--- src/rtl/bru_pkg.sv ---
package bru_pkg;
    typedef enum logic [1:0] {
        BK_SHORT = 2'd0,
        BK_PRED  = 2'd1,
        BK_REG   = 2'd2,
        BK_CALL  = 2'd3
    } bkind_e;

    localparam int SHORT_DW = 22;
    localparam int PRED_DW  = 19;
    localparam int CALL_DW  = 30;
    localparam int REG_HI_W = 2;
    localparam int REG_LO_W = 14;
endpackage

--- src/rtl/bru_flag_cond.sv ---
// Evaluates one condition code against one flag nibble.
module bru_flag_cond (
    input  logic [3:0] nzvc,
    input  logic [3:0] code,
    output logic       hit
);
    logic n, z, v, c, base;
    assign n = nzvc[3];
    assign z = nzvc[2];
    assign v = nzvc[1];
    assign c = nzvc[0];

    always_comb begin
        case (code[2:0])
            3'd0:    base = 1'b0;
            3'd1:    base = z;
            3'd2:    base = z | (n ^ v);
            3'd3:    base = n ^ v;
            3'd4:    base = c | z;
            3'd5:    base = c;
            3'd6:    base = n;
            default: base = v;
        endcase
        hit = base ^ code[3];
    end
endmodule

--- src/rtl/bru_zero_test.sv ---
// Signed comparison of a register against zero.
module bru_zero_test #(
    parameter int DATA_W = 64
) (
    input  logic [DATA_W-1:0] value,
    input  logic [2:0]        code,
    output logic              hit
);
    logic is_zero, is_neg;
    assign is_zero = (value == '0);
    assign is_neg  = value[DATA_W-1];

    always_comb begin
        case (code)
            3'd1:    hit = is_zero;
            3'd2:    hit = is_zero | is_neg;
            3'd3:    hit = is_neg;
            3'd5:    hit = !is_zero;
            3'd6:    hit = !is_zero && !is_neg;
            3'd7:    hit = !is_neg;
            default: hit = 1'b0;
        endcase
    end
endmodule

--- src/rtl/bru_target.sv ---
// Builds the taken target from the class-specific displacement.
module bru_target
    import bru_pkg::*;
#(
    parameter int ADDR_W = 64
) (
    input  bkind_e                kind,
    input  logic [CALL_DW-1:0]    disp,
    input  logic [ADDR_W-1:0]     pc,
    output logic [ADDR_W-1:0]     target
);
    localparam int REG_LO_POS = 2;
    localparam int REG_HI_POS = REG_LO_POS + REG_LO_W;

    logic [ADDR_W-1:0] offset;

    always_comb begin
        case (kind)
            BK_SHORT: offset = ADDR_W'($signed(disp[SHORT_DW-1:0])) << 2;
            BK_PRED:  offset = ADDR_W'($signed(disp[PRED_DW-1:0])) << 2;
            BK_REG:   offset = (ADDR_W'($signed(disp[REG_LO_W +: REG_HI_W])) << REG_HI_POS)
                             | (ADDR_W'(disp[REG_LO_W-1:0]) << REG_LO_POS);
            default:  offset = ADDR_W'($signed(disp)) << 2;
        endcase
        target = pc + offset;
    end
endmodule

--- src/rtl/branch_resolve.sv ---
module branch_resolve
    import bru_pkg::*;
#(
    parameter int ADDR_W = 64,
    parameter int DATA_W = 64
) (
    input  logic                clk,
    input  logic                rst_n,
    input  logic                valid_in,
    input  logic [1:0]          kind_in,
    input  logic [3:0]          cond_in,
    input  logic [7:0]          ccr_in,
    input  logic [DATA_W-1:0]   src_val,
    input  logic [CALL_DW-1:0]  disp_in,
    input  logic                annul_bit,
    input  logic                cc_sel,
    input  logic [ADDR_W-1:0]   pc_in,
    output logic                valid_out,
    output logic                taken_out,
    output logic                annul_out,
    output logic                link_out,
    output logic [ADDR_W-1:0]   target_out
);
    localparam logic [ADDR_W-1:0] SEQ_STEP = ADDR_W'(8);

    typedef struct packed {
        logic              valid;
        logic              taken;
        logic              annul;
        logic              link;
        logic [ADDR_W-1:0] target;
    } result_t;

    result_t res_d, res_q;
    bkind_e  kind;
    logic [3:0] nibble;
    logic flag_hit, zero_hit;
    logic [ADDR_W-1:0] jump_addr;

    assign kind   = bkind_e'(kind_in);
    assign nibble = (kind == BK_PRED && cc_sel) ? ccr_in[7:4] : ccr_in[3:0];

    bru_flag_cond u_flag (
        .nzvc (nibble),
        .code (cond_in),
        .hit  (flag_hit)
    );

    bru_zero_test #(.DATA_W(DATA_W)) u_zero (
        .value (src_val),
        .code  (cond_in[2:0]),
        .hit   (zero_hit)
    );

    bru_target #(.ADDR_W(ADDR_W)) u_tgt (
        .kind   (kind),
        .disp   (disp_in),
        .pc     (pc_in),
        .target (jump_addr)
    );

    always_comb begin
        logic hit, uncond;
        res_d  = '0;
        hit    = 1'b0;
        uncond = 1'b0;
        case (kind)
            BK_SHORT, BK_PRED: begin
                hit    = flag_hit;
                uncond = (cond_in[2:0] == 3'd0);
            end
            BK_REG:  hit = zero_hit;
            default: hit = 1'b1;
        endcase
        if (valid_in) begin
            res_d.valid  = 1'b1;
            res_d.taken  = hit;
            res_d.link   = (kind == BK_CALL);
            if (kind == BK_CALL)
                res_d.annul = 1'b0;
            else if (uncond)
                res_d.annul = annul_bit;
            else
                res_d.annul = annul_bit && !hit;
            res_d.target = hit ? jump_addr : pc_in + SEQ_STEP;
        end
    end

    always_ff @(posedge clk) begin
        if (!rst_n)
            res_q <= '0;
        else
            res_q <= res_d;
    end

    assign valid_out  = res_q.valid;
    assign taken_out  = res_q.taken;
    assign annul_out  = res_q.annul;
    assign link_out   = res_q.link;
    assign target_out = res_q.target;
endmodule

--- config.mk ---
export PLATFORM = sky130hd
export DESIGN_NAME = branch_resolve
export DESIGN_NICKNAME = d
export VERILOG_FILES = /design/src/rtl/bru_pkg.sv /design/src/rtl/bru_flag_cond.sv /design/src/rtl/bru_zero_test.sv /design/src/rtl/bru_target.sv /design/src/rtl/branch_resolve.sv
export SDC_FILE = /design/constraint.sdc
export NUM_CORES = 1
export LEC_CHECK = 0
export ABC_CLOCK_PERIOD_IN_PS = 6300
export BUFFER_PORTS_ARGS = -buffer_cell sky130_fd_sc_hd__buf_2
export CAP_MARGIN = 30
export CORE_MARGIN = 3
export CORE_UTILIZATION = 40
export DETAILED_ROUTE_END_ITERATION = 8
export PLACE_DENSITY = 0.75
export RECOVER_POWER = 50
export SETUP_SLACK_MARGIN = 0.02
export SLEW_MARGIN = 40
export SYNTH_ARGS = -nofsm -noshare
export SYNTH_HDL_FRONTEND = slang
export SYNTH_SLANG_ARGS = --single-unit
--- constraint.sdc ---
create_clock -name clk -period 6.3 [get_ports clk]
set_clock_uncertainty 0.15 [all_clocks]
set_input_delay 0.945 -clock clk [delete_from_list [all_inputs] [get_ports clk]]
set_output_delay 0.945 -clock clk [all_outputs]
set_load 0.02 [all_outputs]
==> impl_metrics.yaml, run 1 <==
sta:
  max_freq_ghz: 0.201
  tns_ns: 0
  finalSetupViolCount: 0
  worst_hold_slack_ns: 0.697
  timing.final.crit_share_pct: 79.1
  finalWorstSetupSlack_ns: 1.32
  finalHoldViolCount: 0
  layout_min_cycle_time_ns: 4.98
  relSlewSlack_pct: -55.5
  slew_violations: 46
  rsz0062_at_grt: "false"
  worst_pin_slew_ns: 2.33
worst_hold_path:
  hold_class: "in2reg"
  hold_end: "target_out[0]"
  hold-path-cell-count: 2
  hp-start: "pc_in[0]"
logic_synthesis:
  synth.avg_cell_area_um2: 7.55
  synth_edf_count: 0
  yosys.area.top_type: "dfxtp_1"
  synth.most_common_cell: "nand2_1"
  synth_seq_cells: 68
  yosysUniqueCellTypes: 88
  yosys-top-cells-count: "99 x nand2_1, 86 x a21oi_1, 85 x nor2_1, 68 x dfxtp_1, 63 x ha_1"
  async_flop_share_pct: 0
  synth_top_area_share_pct: 17.8
  synthTopCellsByArea: "dfxtp_1 18%, ha_1 10%, xor2_1 5.7%"
  synthCells: 1013
  ys.flop_type: "dfxtp_1"
  synth_seq_area_share_pct: 17.8
  synth_nets: 1254
  netlist_area_um2: 7640
  ys_warn_count: 0
placed_design:
  portBuffers: 244
  dp_cells: 1455
  place_hpwl_um: 20900
  pre_cts_ws_ns: 1.10
  gp_congestion: 0.927
  place_area_um2: 9010
grt:
  overflow: 0
  antenna_found_initial: 0
  grt_start_max_net_pins: 46
  grt_pass1_wl_um: 41200
  grt_use_total_pct: 24.5
  first_global_vias: 8298
cells_and_area:
  diodes: 0
  fin_util_pct: 50.1
  drive_gt1_share_pct: 18.5
  syn_to_final_growth_pct: 20.5
  instances_no_fill: 1471
  fin_nets: 1478
  fin_area_um2: 9210
clocking:
  clkTransAtPathRegs_ns: 0.06
  cts_buffers: 9
  cts_root_buf: "clkbuf_16"
  cts_tree: "built"
  clkSinkCount: 68
  clk_path_buf_depth: 2
  cts_hold_buf: 0
  cts_setup_buffers: 0
  postCtsResizedCells: 0
  cts_max_level: 3
power:
  finalPower_mw: 1.89
  p_leak_nw: 3.92
  peakVddDrop_uv: 110
  power_density_nw_per_um2: 205
routing:
  vias_per_cell: 5.91
  first_pass_iters: 5
  num_vias: 8691
  routedWlPerCell_um: 17.9
  drtIter0Drc: 535
  wl_um: 26300
  ant_nets: 0
  drc: 0
outcome:
  violations: "capacitance limit, slew limit"
  status: "finished with violations"
die:
  die_h_um: 144
  die_w_um: 144
  die-area_um2: 20800
  row_count: 49
  io_pins: 245
  start_util_pct: 41.6
  core-area_um2: 18400
critical_path:
  endpoint_kind: "register"
  worstPathRequired_ns: 6.39
  cp.arrival_ns: 5.07
  startpoint_type: "input pin"
  worstPathMaxFanout: 45
  worstSetupPathType: "in2reg"
run:
  max-cap-violations: 1
==> cells by family (layout without fill, tap and decap cells) <==
logic type                 Yosys count  in the layout  share of synthesized area (%)
and+or+nand+nor                    390            390                           26.5
adders and majority gates           64             64                           10.6
xor gates and xnor gates            98             98                           11.2
DFF                                 68             68                           17.8
muxes                               10             10                           1.31
buffers and inverters               62            291                           3.63
AOI/OAI and AO/OA                  321            321                           29.0
==> cell type report <==
type	count	area, um2
Fill cell	1849	9180
Multi-Input combinational cell	883	6010
Sequential cell	68	1360
Timing Repair Buffer	248	1170
Tap cell	229	287
Clock buffer	9	225
Inverter	27	101
Clock inverter	7	67.6
==> sequential cells by signal, indices dropped and copies added (netlist names) <==
name / count
target_out: 64
valid_out: 1
link_out: 1
annul_out: 1
taken_out: 1
==> per-layer routing <==
layer | up-vias | wire length, um | track usage (%)
met2 | 369 | 12100 | 40.8
met1 | 3990 | 11400 | 30.9
met3 | 65 | 1970 | 5.09
li1 | 4267 | - | -
met4 | 0 | 775 | 10.1
met5 | - | 0 | 0
==> where the power goes <==
part	leakage, nW	internal [mW]	switching, mW
Clock	0.137	0.304	0.214
Sequential	0.559	0.472	0.0135
Combinational	3.23	0.333	0.555
Total	3.92	1.11	0.783
==> worst max-delay path by stage <==
stage                          start        endpoint  depth (start not counted)
after floorplan           kind_in[0]  target_out[43]                         16
after global routing      kind_in[0]  target_out[63]                         16
after CTS                 kind_in[0]  target_out[43]                         16
after detailed placement  kind_in[0]  target_out[43]                         16
after global placement    kind_in[0]  target_out[43]                         16
final                          rst_n  target_out[58]                          8
==> critical path, cell delays in order <==
cell      delay, ns
buf_2          0.11
nand2_1        0.05
clkbuf_1       1.65
inv_1          1.08
nand2_2        0.59
inv_2          0.17
o2111a_1       0.18
a211o_1        0.26
==> layout by cell type (no fill, tap or decap), drive strengths merged, types with 40 or more instances in the layout <==
master  count
xor2       50
nand3      40
a21oi      91
nor2       86
nand2     100
dfxtp      68
o21ai      42
xnor2      48
clkbuf     75
ha         63
buf       182
Note: power is estimated with default switching activity, not from simulation.
==> run 2: changes to the inputs <==
- ABC_CLOCK_PERIOD_IN_PS: 6300 -> 5100
- clock period: 6.3 -> 5.1 ns (I/O delays scaled with it)
==> impl_metrics.yaml, run 2 (synthesis gave the netlist of run 1 again) <==
critical_path:
  worstSetupPathType: "in2reg"
  cp.arrival_ns: 4.63
  startpoint_type: "input pin"
  worstPathMaxFanout: 15
  slowest_stage: "a21oi_1"
  slowest_delay_ns: 0.53
  crit_chain: "buf_2 -> or2_2 -> a21oi_1 -> a21oi_1 -> o21a_1 -> buf_4 -> ha_1 -> nand2_1 -> nor3_1 -> nand2_1 -> nor4_1 -> o21a_1 -> a21oi_2 -> a2111oi_1 -> mux2i_1 -> o211ai_1"
  endpoint_kind: "register"
  worstPathRequired_ns: 5.17
clocking:
  clkSinkCount: 68
  clkTransAtPathRegs_ns: 0.05
  clk_path_buf_depth: 2
  cts_buffers: 9
  cts_root_buf: "clkbuf_16"
  cts_setup_buffers: 0
  postCtsResizedCells: 0
  cts_tree: "built"
  cts_max_level: 3
  cts_hold_buf: 0
sta:
  finalHoldViolCount: 0
  worst_pin_slew_ns: 2.39
  relSlewSlack_pct: -59.3
  timing.final.crit_share_pct: 89.3
  max_freq_ghz: 0.220
  rsz0062_at_grt: "false"
  layout_min_cycle_time_ns: 4.55
  tns_ns: 0
  finalSetupViolCount: 0
  slew_violations: 45
placed_design:
  place_hpwl_um: 20800
  gp_congestion: 0.932
  portBuffers: 244
worst_hold_path:
  hp-start: "pc_in[0]"
  hold-path-cell-count: 2
  hold_class: "in2reg"
  hold_end: "target_out[0]"
die:
  core-area_um2: 18400
  row_count: 49
  io_pins: 245
  start_util_pct: 41.6
  die-area_um2: 20800
  die_h_um: 144
  die_w_um: 144
grt:
  grt_pass1_wl_um: 40700
  antenna_found_initial: 0
  first_global_vias: 8197
  grt_start_max_net_pins: 45
  overflow: 0
  grt_use_total_pct: 24.2
power:
  peakVddDrop_uv: 151
  power_density_nw_per_um2: 273
  p_leak_nw: 4.01
routing:
  met2_length_um: 12200
  first_pass_iters: 6
  dr_wl_met3_um: 2010
  drtIter0Drc: 801
  m1WireLength_um: 11500
  vias_per_cell: 5.97
  highest_layer: "met4"
  drc: 0
  num_vias: 8817
  routedWlPerCell_um: 17.9
  wl_um: 26400
  ant_nets: 0
cells_and_area:
  largest_register_ffs: 64
  layout_common_cells: "179 x buf_2, 99 x nand2_1, 86 x a21oi_1"
  drive_gt1_share_pct: 19.0
  fin_util_pct: 51.0
  diodes: 0
  final_common_cell: "buf_2"
  fill_cells: 1792
  syn_to_final_growth_pct: 22.6
  fin_nets: 1485
run:
  max-cap-violations: 1
outcome:
  violations: "capacitance limit, slew limit"
  status: "finished with violations"
-- run 2: changes by cell type in the layout (fill, tap and decap cells not counted) --
cell	before	now
clkinvlp_4	3	0
clkinv_4	0	1
clkbuf_8	0	1
bufinv_16	1	5
clkinv_2	3	0
buf_4	3	10
-- run 2: worst max-delay path, delay by kind of cell --
family	cells	cell delay (ns)
AOI/OAI and AO/OA	7	1.88
buffers and inverters	2	0.45
muxes	1	0.25
and+or+nand+nor	5	0.99
adders and majority gates	1	0.27
-- run 2: worst max-delay path by stage --
stage,startpoint,end,slack [ns]
finish,kind_in[0],target_out[63],0.55
global route,kind_in[0],target_out[63],0.18
global placement,kind_in[0],target_out[63],0.34
CTS,kind_in[0],target_out[63],0.64
detailed placement,kind_in[0],target_out[61],0.28
floorplan,kind_in[0],target_out[43],0.13
-- run 2: metal layers --
metal	GRT usage [%]	vias up
met5	0	-
met4	9.08	0
met3	3.94	47
met2	40.0	394
met1	31.8	4097
li1	-	4279
-- run 2: power by group --
part / total [mW] / switching [mW] / internal [mW]
sequential: 0.599 / 0.0161 / 0.583
combinational: 1.11 / 0.687 / 0.418
clock: 0.858 / 0.267 / 0.591
total: 2.56 / 0.970 / 1.59
-- run 2: cell type report --
class / instances / area [um2] / share of cell area [%]
multi-input cells: 883 / 6010 / 64.1
flip-flops and latches: 68 / 1360 / 14.5
repair buffers: 255 / 1220 / 13.0
well taps: 229 / 287 / 3.06
clock buffers: 10 / 239 / 2.55
clock inverters: 6 / 159 / 1.70
inverters: 27 / 101 / 1.08
-- run 2: metrics by stage --
step	setup WS (ns)	hold WS, ns	total power [mW]	area (um2)	std cells
detailed placement	0.280	0.866	1.70	9060	1462
global placement	0.338	0.866	1.69	9060	1462
CTS	0.638	0.500	2.56	9460	1478
finish	0.545	0.506	2.56	9370	1478
global route	0.178	0.520	2.70	9370	1478
floorplan	0.126	0.743	1.37	7640	1013
==> run 3: changes to the inputs <==
- CORE_MARGIN: 3 -> 4
- SYNTH_HIERARCHICAL: not set -> 1
==> impl_metrics.yaml, run 3 <==
cells_and_area:
  fill_cells: 1948
  largest_register_ffs: 64
  drive_gt1_share_pct: 18.1
  diodes: 0
  fin_nets: 1504
  final_common_cell: "buf_2"
  fin_area_um2: 9350
  layout_common_cells: "178 x buf_2, 122 x a21oi_1, 105 x nand2_1"
  instances_no_fill: 1528
  syn_to_final_growth_pct: 20.8
  fin_util_pct: 49.5
placed_design:
  gp_congestion: 0.980
  dp_cells: 1512
  pre_cts_ws_ns: 0.504
  portBuffers: 244
  place_area_um2: 9130
  place_hpwl_um: 22400
routing:
  wl_um: 28200
  first_pass_iters: 5
  drc: 0
  routedWlPerCell_um: 18.4
  vias_per_cell: 5.82
  num_vias: 8900
  drtIter0Drc: 682
  ant_nets: 0
sta:
  tns_ns: 0
  relSlewSlack_pct: -5.35
  worst_hold_slack_ns: 0.511
  finalWorstSetupSlack_ns: 0.740
  finalHoldViolCount: 0
  max_freq_ghz: 0.229
  rsz0062_at_grt: "false"
  finalSetupViolCount: 0
  timing.final.crit_share_pct: 85.5
  slew_violations: 29
  layout_min_cycle_time_ns: 4.36
  worst_pin_slew_ns: 1.58
critical_path:
  worstSetupPathType: "in2reg"
  endpoint_kind: "register"
  cp.arrival_ns: 4.44
  startpoint_type: "input pin"
  worstPathRequired_ns: 5.18
  worstPathMaxFanout: 17
die:
  core-area_um2: 18900
  die_w_um: 147
  io_pins: 245
  start_util_pct: 41.0
  die_h_um: 147
  row_count: 50
  die-area_um2: 21600
logic_synthesis:
  synth_seq_cells: 68
  synth.most_common_cell: "a21oi_1"
  netlist_area_um2: 7740
  yosys-top-cells-count: "122 x a21oi_1, 105 x nand2_1, 85 x o21ai_0, 68 x dfxtp_1, 64 x nor2_1"
  ys_warn_count: 6
  synth_nets: 1299
  yosysUniqueCellTypes: 69
  ys.flop_type: "dfxtp_1"
  synth_edf_count: 0
  yosys.area.top_type: "dfxtp_1"
  synth_top_area_share_pct: 17.6
  synth.avg_cell_area_um2: 7.32
  synthTopCellsByArea: "dfxtp_1 18%, ha_1 10%, a21oi_1 7.9%"
  synthCells: 1058
  synth_seq_area_share_pct: 17.6
  async_flop_share_pct: 0
clocking:
  cts_root_buf: "clkbuf_16"
  cts_tree: "built"
  cts_setup_buffers: 0
  clkSinkCount: 68
  cts_max_level: 3
  cts_hold_buf: 0
  clk_path_buf_depth: 2
  clkTransAtPathRegs_ns: 0.06
  postCtsResizedCells: 0
  cts_buffers: 9
power:
  p_leak_nw: 3.98
  power_density_nw_per_um2: 257
  finalPower_mw: 2.40
  peakVddDrop_uv: 125
outcome:
  status: "finished with violations"
  violations: "capacitance limit, slew limit"
grt:
  grt_pass1_wl_um: 44900
  overflow: 0
  grt_use_total_pct: 25.1
  grt_start_max_net_pins: 58
  antenna_found_initial: 0
  first_global_vias: 8489
run:
  max-cap-violations: 1
worst_hold_path:
  hold_class: "in2reg"
[run 3: cell type report]
| class | count | area [um2] | area share [%] |
|---|---|---|---|
| multi-input combinational | 899 | 6030 | 64.5 |
| sequential | 68 | 1360 | 14.6 |
| timing repair buffer | 252 | 1200 | 12.9 |
| tap | 260 | 325 | 3.48 |
| clock buffer | 9 | 225 | 2.41 |
| inverter | 33 | 124 | 1.32 |
| clock inverter | 7 | 82.6 | 0.883 |
[run 3: report_power, final]
part / total [mW] / internal [mW] / switching (mW)
registers: 0.599 / 0.583 / 0.0160
clock network: 0.673 / 0.387 / 0.286
logic: 1.13 / 0.424 / 0.708
[run 3: cell families (layout without fill, tap and decap cells)]
logic type / after synthesis / count (layout) / share of synthesized area (%)
AND/OR/NAND/NOR: 365 / 365 / 25.2
adder cells (fa/ha/maj): 64 / 64 / 10.4
multiplexers: 5 / 5 / 0.711
XOR/XNOR: 116 / 116 / 13.1
flip-flops: 68 / 68 / 17.6
AO/OA/AOI/OAI: 349 / 349 / 28.2
buffers and inverters: 91 / 301 / 4.72
[run 3: final timing paths]
check	start	to	slack [ns]	depth (start not counted)
min	pc_in[1]	target_out[1]	0.51	3
max	kind_in[0]	target_out[63]	0.74	18
[run 3: worst max-delay path, stage by stage]
cell and delay [ns]:
buf_2 0.22, nand2b_1 0.12, o21ai_0 0.09, o21ai_1 0.11, buf_4 0.18, o21a_1 0.11
ha_1 0.42, nand4_1 0.23, nor4_1 0.48, and3_1 0.21, a22oi_1 0.17, a211oi_1 0.41
o221ai_1 0.25, o21ai_0 0.20, a21oi_1 0.10, xor2_1 0.14, o21ai_0 0.15, a21oi_1 0.05
[run 3: routing by layer]
metal	wire, um	vias to the layer above	share of wire, %	global-route usage (%)
met1	13400	4163	48	35.8
li1	-	4321	-	-
met4	706	0	2.5	7.78
met3	1810	50	6.4	3.82
met5	0	-	0	0
met2	12200	366	43	39.1
